==> src/rtl/jtag_sel_pkg.sv <==
package jtag_sel_pkg;
  localparam int IR_W = 4;

  localparam logic [IR_W-1:0] INS_EXTEST  = 4'h0;
  localparam logic [IR_W-1:0] INS_IDCODE  = 4'h1;
  localparam logic [IR_W-1:0] INS_SAMPLE  = 4'h2;
  localparam logic [IR_W-1:0] INS_PRST    = 4'hC;
  localparam logic [IR_W-1:0] INS_BYPASS  = 4'hF;
  localparam logic [IR_W-1:0] IR_CAPTURE  = 4'b0001;

  typedef struct packed {
    logic tlr;
    logic capDr;
    logic shDr;
    logic shIr;
    logic selId;
    logic selByp;
    logic selRst;
    logic selBs;
  } dr_ctl_t;
endpackage

==> src/rtl/jtag_sel_ctrl.sv <==
module jtag_sel_ctrl
  import jtag_sel_pkg::*;
(
  input  logic            tck,
  input  logic            trstN,
  input  logic            tlrState,
  input  logic            captureIr,
  input  logic            shiftIr,
  input  logic            updateIr,
  input  logic            captureDr,
  input  logic            shiftDr,
  input  logic            updateDr,
  input  logic            tdi,
  output logic [IR_W-1:0] activeIr,
  output logic            irSerial,
  output logic            bsCapture,
  output logic            bsShift,
  output logic            bsUpdate,
  output logic            bsExtest,
  output dr_ctl_t         ctl
);
  logic [IR_W-1:0] irShift;
  logic [IR_W-1:0] irReg;
  logic            isId, isRst, isBs;

  always_ff @(posedge tck or negedge trstN) begin
    if (!trstN) begin
      irShift <= IR_CAPTURE;
      irReg   <= INS_IDCODE;
    end else if (tlrState) begin
      irReg   <= INS_IDCODE;
    end else begin
      if (captureIr)
        irShift <= IR_CAPTURE;
      else if (shiftIr)
        irShift <= {tdi, irShift[IR_W-1:1]};
      if (updateIr)
        irReg <= irShift;
    end
  end

  always_comb begin
    isId  = (irReg == INS_IDCODE);
    isRst = (irReg == INS_PRST);
    isBs  = (irReg == INS_EXTEST) || (irReg == INS_SAMPLE);
  end

  assign activeIr  = irReg;
  assign irSerial  = irShift[0];
  assign bsExtest  = (irReg == INS_EXTEST);
  assign bsCapture = captureDr & isBs;
  assign bsShift   = shiftDr & isBs;
  assign bsUpdate  = updateDr & isBs;

  always_comb begin
    ctl.tlr    = tlrState;
    ctl.capDr  = captureDr;
    ctl.shDr   = shiftDr;
    ctl.shIr   = shiftIr;
    ctl.selId  = isId;
    ctl.selRst = isRst;
    ctl.selBs  = isBs;
    ctl.selByp = !(isId || isRst || isBs);
  end

  // a TAP reset cycle always leaves the identification code in force
  p_ir_reset_r1: assert property (@(posedge tck) disable iff (!trstN)
    tlrState |=> (activeIr == INS_IDCODE));

  // no update, no reset -> instruction unchanged
  p_ir_hold_r3: assert property (@(posedge tck) disable iff (!trstN)
    (!updateIr && !tlrState) |=> $stable(activeIr));

  // pin takeover can only begin at an Update-IR edge
  p_extest_upd_r8: assert property (@(posedge tck) disable iff (!trstN)
    $rose(bsExtest) |-> $past(updateIr));

  // boundary strobes are only ever a gated copy of a DR strobe
  p_strobe_gate_r10: assert property (@(posedge tck) disable iff (!trstN)
    (bsCapture || bsShift || bsUpdate) |-> (captureDr || shiftDr || updateDr));
endmodule

==> src/rtl/jtag_sel_dp.sv <==
module jtag_sel_dp
  import jtag_sel_pkg::*;
#(
  parameter int          ID_W    = 32,
  parameter logic [ID_W-1:0] ID_WORD = '1
) (
  input  logic    tck,
  input  logic    trstN,
  input  dr_ctl_t ctl,
  input  logic    tdi,
  input  logic    irSerial,
  input  logic    bsTdo,
  output logic    tdo,
  output logic    tdoEn,
  output logic    sysReset
);
  logic [ID_W-1:0] idShift;
  logic            bypCell;
  logic            rstCell;
  logic            drSerial;
  logic            serialNext;

  always_ff @(posedge tck or negedge trstN) begin
    if (!trstN) begin
      idShift <= ID_WORD;
      bypCell <= 1'b0;
      rstCell <= 1'b0;
    end else if (ctl.tlr) begin
      rstCell <= 1'b0;
    end else begin
      if (ctl.capDr && ctl.selId)
        idShift <= ID_WORD;
      else if (ctl.shDr && ctl.selId)
        idShift <= {tdi, idShift[ID_W-1:1]};
      if (ctl.capDr && ctl.selByp)
        bypCell <= 1'b0;
      else if (ctl.shDr && ctl.selByp)
        bypCell <= tdi;
      if (ctl.shDr && ctl.selRst)
        rstCell <= tdi;
    end
  end

  always_comb begin
    drSerial = bypCell;
    if (ctl.selId)       drSerial = idShift[0];
    else if (ctl.selRst) drSerial = rstCell;
    else if (ctl.selBs)  drSerial = bsTdo;
    serialNext = 1'b0;
    if (ctl.shIr)      serialNext = irSerial;
    else if (ctl.shDr) serialNext = drSerial;
  end

  always_ff @(negedge tck or negedge trstN) begin
    if (!trstN) begin
      tdo   <= 1'b0;
      tdoEn <= 1'b0;
    end else begin
      tdo   <= serialNext;
      tdoEn <= ctl.shIr | ctl.shDr;
    end
  end

  assign sysReset = rstCell;

  // the reset output follows the shifted bit on the very next edge
  p_rst_nolatch_r7: assert property (@(posedge tck) disable iff (!trstN)
    (ctl.shDr && ctl.selRst && !ctl.tlr) |=> (sysReset == $past(tdi)));

  // bypass capture always yields zero
  p_bypass_cap_r5: assert property (@(posedge tck) disable iff (!trstN)
    (ctl.capDr && ctl.selByp && !ctl.tlr) |=> !bypCell);

  // capture under identification loads the full word, LSB set
  p_id_cap_r4: assert property (@(posedge tck) disable iff (!trstN)
    (ctl.capDr && ctl.selId && !ctl.tlr) |=> idShift[0]);
endmodule

==> src/rtl/jtag_dr_select.sv <==
module jtag_dr_select
  import jtag_sel_pkg::*;
#(
  parameter logic [3:0]  ID_VERSION = 4'h3,
  parameter logic [15:0] ID_PART    = 16'h9A5C,
  parameter logic [10:0] ID_MAKER   = 11'h01F
) (
  input  logic            tck,
  input  logic            trstN,
  input  logic            tlrState,
  input  logic            captureIr,
  input  logic            shiftIr,
  input  logic            updateIr,
  input  logic            captureDr,
  input  logic            shiftDr,
  input  logic            updateDr,
  input  logic            tdi,
  output logic            tdo,
  output logic            tdoEn,
  output logic [IR_W-1:0] activeIr,
  input  logic            bsTdo,
  output logic            bsCapture,
  output logic            bsShift,
  output logic            bsUpdate,
  output logic            bsExtest,
  output logic            sysReset
);
  localparam int ID_W = $bits(ID_VERSION) + $bits(ID_PART) + $bits(ID_MAKER) + 1;
  localparam logic [ID_W-1:0] ID_WORD = {ID_VERSION, ID_PART, ID_MAKER, 1'b1};

  dr_ctl_t ctl;
  logic    irSerial;

  jtag_sel_ctrl u_ctrl (
    .tck(tck), .trstN(trstN), .tlrState(tlrState),
    .captureIr(captureIr), .shiftIr(shiftIr), .updateIr(updateIr),
    .captureDr(captureDr), .shiftDr(shiftDr), .updateDr(updateDr),
    .tdi(tdi), .activeIr(activeIr), .irSerial(irSerial),
    .bsCapture(bsCapture), .bsShift(bsShift), .bsUpdate(bsUpdate),
    .bsExtest(bsExtest), .ctl(ctl)
  );

  jtag_sel_dp #(.ID_W(ID_W), .ID_WORD(ID_WORD)) u_dp (
    .tck(tck), .trstN(trstN), .ctl(ctl), .tdi(tdi),
    .irSerial(irSerial), .bsTdo(bsTdo),
    .tdo(tdo), .tdoEn(tdoEn), .sysReset(sysReset)
  );
endmodule

==> config.mk <==
export PLATFORM = sky130hd
export DESIGN_NAME = jtag_dr_select
export DESIGN_NICKNAME = d
export VERILOG_FILES = /design/src/rtl/jtag_sel_pkg.sv /design/src/rtl/jtag_sel_ctrl.sv /design/src/rtl/jtag_sel_dp.sv /design/src/rtl/jtag_dr_select.sv
export SDC_FILE = /design/constraint.sdc
export NUM_CORES = 1
export LEC_CHECK = 0
export BUFFER_PORTS_ARGS = -buffer_cell sky130_fd_sc_hd__buf_2
export CAP_MARGIN = 20
export CORE_MARGIN = 8
export CORE_UTILIZATION = 34
export CTS_CLUSTER_DIAMETER = 40
export DETAILED_ROUTE_END_ITERATION = 16
export MAX_ROUTING_LAYER = met4
export PLACE_DENSITY_LB_ADDON = 0.1
export SETUP_SLACK_MARGIN = 0.2
export SYNTH_ARGS = -nofsm -noshare
export SYNTH_HDL_FRONTEND = slang
export SYNTH_SLANG_ARGS = --single-unit
==> constraint.sdc <==
create_clock -name tck -period 3.9 [get_ports tck]
set_input_delay 0.78 -clock tck [delete_from_list [all_inputs] [get_ports tck]]
set_output_delay 0.78 -clock tck [all_outputs]
set_load 0.02 [all_outputs]
* Word level (Yosys, flattened, before mapping)
Index checks and enable logic that the tools add are counted.
** Storage, ports and cells
- Output and inout bits :: 11
- Register bits after elaboration :: 44
- Memory bits (read-only) :: 0
- Memories kept :: 0
- Bits in latches :: 0
- RAM bits :: 0
- Bits of input ports :: 11
** Cells by class
- Reduce and logical (&&, ||, !) cells :: 18
- Divide/modulo/power cells :: 0
- $add $sub $neg :: 0
- Magnitude comparators :: 0
- Shift operators :: 0
- Equal/unequal tests :: 3
- Mux-type cells :: 15
- $mul :: 0
- Bitwise logic cells :: 5
** Operator list (number)
- 32-bit 2-to-1 mux :: 2
- 4-bit 2-to-1 mux :: 4
- 2-bit nonzero test :: 5
- 1-bit 2-to-1 mux :: 9
- 2-bit AND reduction :: 3
- 1-bit logical AND :: 5
- 4-bit by 1-bit equality test with 1-bit output (second input constant) :: 1
- 4-bit by 2-bit equality test with 1-bit output (second input constant) :: 1
- 4-bit equality test (second input constant) :: 1
- 4-bit logical NOT :: 1
- 1-bit AND :: 3
- 1-bit logical OR :: 3
- 1-bit logical NOT :: 1
- 1-bit NOT :: 1
- 1-bit OR :: 1

* Depth between registers and ports, before layout
- Depth after elaboration :: 7
- Depth in mapped cells :: 5

* By module
From an unflattened synthesis, not the netlist that was laid out.
** Second synthesis, totals
- Cells, all modules :: 190
- Area total of the unflattened synthesis :: 2192.1 µm²
** By module, submodules not included
- jtag_sel_dp :: area an instance 1691.6 µm², sequential area each 920.9 µm², cells an instance 143, instances 1
- jtag_sel_ctrl :: area an instance 500.5 µm², sequential area each 202.7 µm², cells an instance 47, instances 1

==> flow_summary.ini <==
[run_status]
status = finished clean

[timing]
grt_setup_unrepaired = false
worstMarginPinSlew_ns = 0.605
finalMaxSlewViolations = 0
hold_slack_ns = 0.434
tns_ns = 0
setup_violations = 0
hold_viol = 0
fin_worst_skew_ns = 0.00577
maxSlewHeadroom_pct = 59.7

[global_route]
track_usage_pct = 9.87
grt.met3_usage_pct = 3.24
busiest_layer = met2
met1_usage_pct = 12.2
grt_max_degree = 65
antenna_found_initial = 0
grt-ovfl-total = 0
met2_usage_pct = 14.5
grt_pass1_vias = 1378
grt_pass1_wl_um = 6730

[power_and_ir_drop]
power_mw = 1.12
power.density_nw_per_um2 = 494
vdd_drop_max_uv = 244
power.leakage_nw = 1.01

[synth]
synthDistinctLibCells = 34
yosys_warnings = 0
avgSynthCellArea_um2 = 10.3
synth-main-ff-cell = dfrtp_1
ys_ff_latch = 44
synth_area_um2 = 2010
syn-num-nets = 207
syn-instance-count = 196
async_flop_share_pct = 100
synth-edff-count = 0
synth-seq-area-share_pct = 55.8

[flow_run]
drv_cap = 0

[critical_path]
cp.arrival_ns = 2.79
path_buf_inv = 1
cp_slowest_cell = dfrtn_1
critPathMaxStageDelay_ns = 0.39
critical_path_class = reg -> out
worst-path-max-fanout = 1
cp-start-kind = flip-flop
worstPathCellList = buf_2
worstSetupEndpointType = primary output
critPathTopFamily = flip-flops
critPathRequiredTime_ns = 3.12

[routing]
drcViolationCount = 0
wl_per_cell_um = 12.8
vias = 1357
vias_per_cell = 4.66
ant_nets = 0
routed_wl_um = 3730
dr.first_iter.drc_count = 32
first_pass_iters = 4

[cts]
clk_pin_slew_ns = 0.08
ctsRootBufferMaster = clkbuf_8
clk_path_buf_depth = 2
cts_setup_buffers = 0
cts_tree = built
postCtsHoldBufs = 0
clkSinkCount = 44
cts_resized = 0
cts_max_level = 2
cts_made_buffers = 5
insertion_delay_ns = 0.30

[die]
die_width_um = 92.9
dieArea_um2 = 8640
pin_count = 22
dieHeight_um = 92.9
coreArea_um2 = 5820
core.rowCount = 28
start_util_pct = 34.6

[final_layout]
final_layout_size_suffix_gt1_share_pct = 30.6
ff_latch_area_um2 = 1120
final_nets = 226
diodes = 0
synthToLayoutAreaGrowth_pct = 12.5
fill_cells = 595
multiInputGateArea_um2 = 785
finalNonFillerCells = 291

[placed_design]
hpwl_um = 2490
post-place-cells = 283
place_congestion = 0.810
io_buffers = 21

[worst_hold_path]
hold_class = in -> async
kinds of logic after synthesis:
group,Yosys count,synth area share (%)
buffers and inverters,15,5.16
flip-flops,44,55.8
AO/OA/AOI/OAI,45,14.9
AND/OR/NAND/NOR,88,22.1
multiplexers,4,1.99
layout by cell type (no fill, tap or decap):
| cell type | netlist | routed |
|---|---|---|
| nor4_1 | 2 | 2 |
| nand2b_1 | 16 | 16 |
| dfrtn_1 | 2 | 2 |
| a21oi_1 | 2 | 2 |
| o21bai_1 | 1 | 1 |
| buf_2 | 0 | 21 |
| nor3_2 | 1 | 1 |
| bufinv_16 | 0 | 1 |
| and4b_2 | 1 | 1 |
| mux2i_1 | 4 | 4 |
| o211ai_4 | 1 | 1 |
| o21ai_1 | 20 | 20 |
| o21ai_0 | 6 | 6 |
| clkbuf_8 | 1 | 7 |
| dfstp_2 | 18 | 18 |
| nand2_1 | 36 | 36 |
| or2_2 | 1 | 1 |
| a22oi_1 | 1 | 1 |
| o21ai_2 | 8 | 8 |
| a22o_1 | 2 | 2 |
| o31ai_1 | 1 | 1 |
| o32a_1 | 1 | 1 |
| a21o_1 | 1 | 1 |
| inv_1 | 4 | 4 |
| nand3_1 | 1 | 1 |
| nor2_1 | 22 | 22 |
| dfrtp_1 | 24 | 24 |
| a32o_1 | 1 | 1 |
| or4_1 | 1 | 1 |
| nor4bb_2 | 1 | 1 |
| nor2b_1 | 1 | 1 |
| nor4b_4 | 1 | 1 |
| and2_1 | 1 | 1 |
| and2_2 | 3 | 3 |
| buf_4 | 0 | 2 |
synthesized netlist by cell type, types with 2 or more instances:
cell type / instances / share of area (%)
o21ai_0: 6 / 1.5
a22o_1: 2 / 0.87
nor2_1: 22 / 4.1
and2_2: 3 / 1.1
a21oi_1: 2 / 0.50
o21ai_1: 20 / 5.0
o21ai_2: 8 / 3.5
dfrtn_1: 2 / 2.5
nand2_1: 36 / 6.7
dfstp_2: 18 / 24
inv_1: 4 / 0.75
clkbuf_1: 5 / 0.93
nand2b_1: 16 / 5.0
nor4_1: 2 / 0.62
dfrtp_1: 24 / 30
buf_6: 5 / 2.8
mux2i_1: 4 / 2.0
per-layer routing:
| layer | vias up | routed length (µm) |
|---|---|---|
| li1 | 693 | - |
| met1 | 638 | 1800 |
| met2 | 22 | 1640 |
| met3 | 4 | 236 |
| met4 | 0 | 49 |
| met5 | - | 0 |
layout make-up:
type                    count  share of cell area [%]
well taps                  75                    4.15
clock inverters             1                    1.33
repair buffers             23                    5.31
inverters                   4                   0.663
multi-input cells         137                    34.7
clock buffers               7                    4.26
flip-flops and latches     44                    49.6
state kept, by name, indices dropped and copies added, names as in the netlist:
| register | flops |
|---|---|
| u_ctrl.irShift | 4 |
| u_ctrl.activeIr | 4 |
| u_dp.idShift | 32 |
| u_dp.bypCell | 1 |
| u_dp.sysReset | 1 |
| u_dp.tdoEn | 1 |
| u_dp.tdo | 1 |
worst paths after layout:
check	from	to	slack (ns)	depth (start not counted)
setup / recovery	u_dp.tdoEn	tdoEn	0.33	1
hold / removal	trstN	u_ctrl.activeIr[1]	0.43	1
setup reg to reg	u_ctrl.activeIr[3]	u_dp.tdo	0.49	3
hold reg to reg	u_dp.idShift[14]	u_dp.idShift[14]	0.47	2
max in group asynchronous	trstN	u_dp.tdoEn	1.27	1
min in group tck	u_dp.idShift[14]	u_dp.idShift[14]	0.47	2
power by group:
part | total, mW | internal, mW | switching (mW)
logic | 0.153 | 0.0608 | 0.0925
registers | 0.586 | 0.548 | 0.0378
clock network | 0.378 | 0.226 | 0.152
metrics by stage:
stage               setup slack [ns]  util, %  instance area [µm²]
global route                   0.293     38.9                 2260
floorplan                      0.508        -                 2010
detailed placement             0.427     36.7                 2140
global placement               0.466     36.7                 2140
CTS                            0.314     38.9                 2260
finish                         0.328     38.9                 2260
Power figures use the tool's default switching activity.
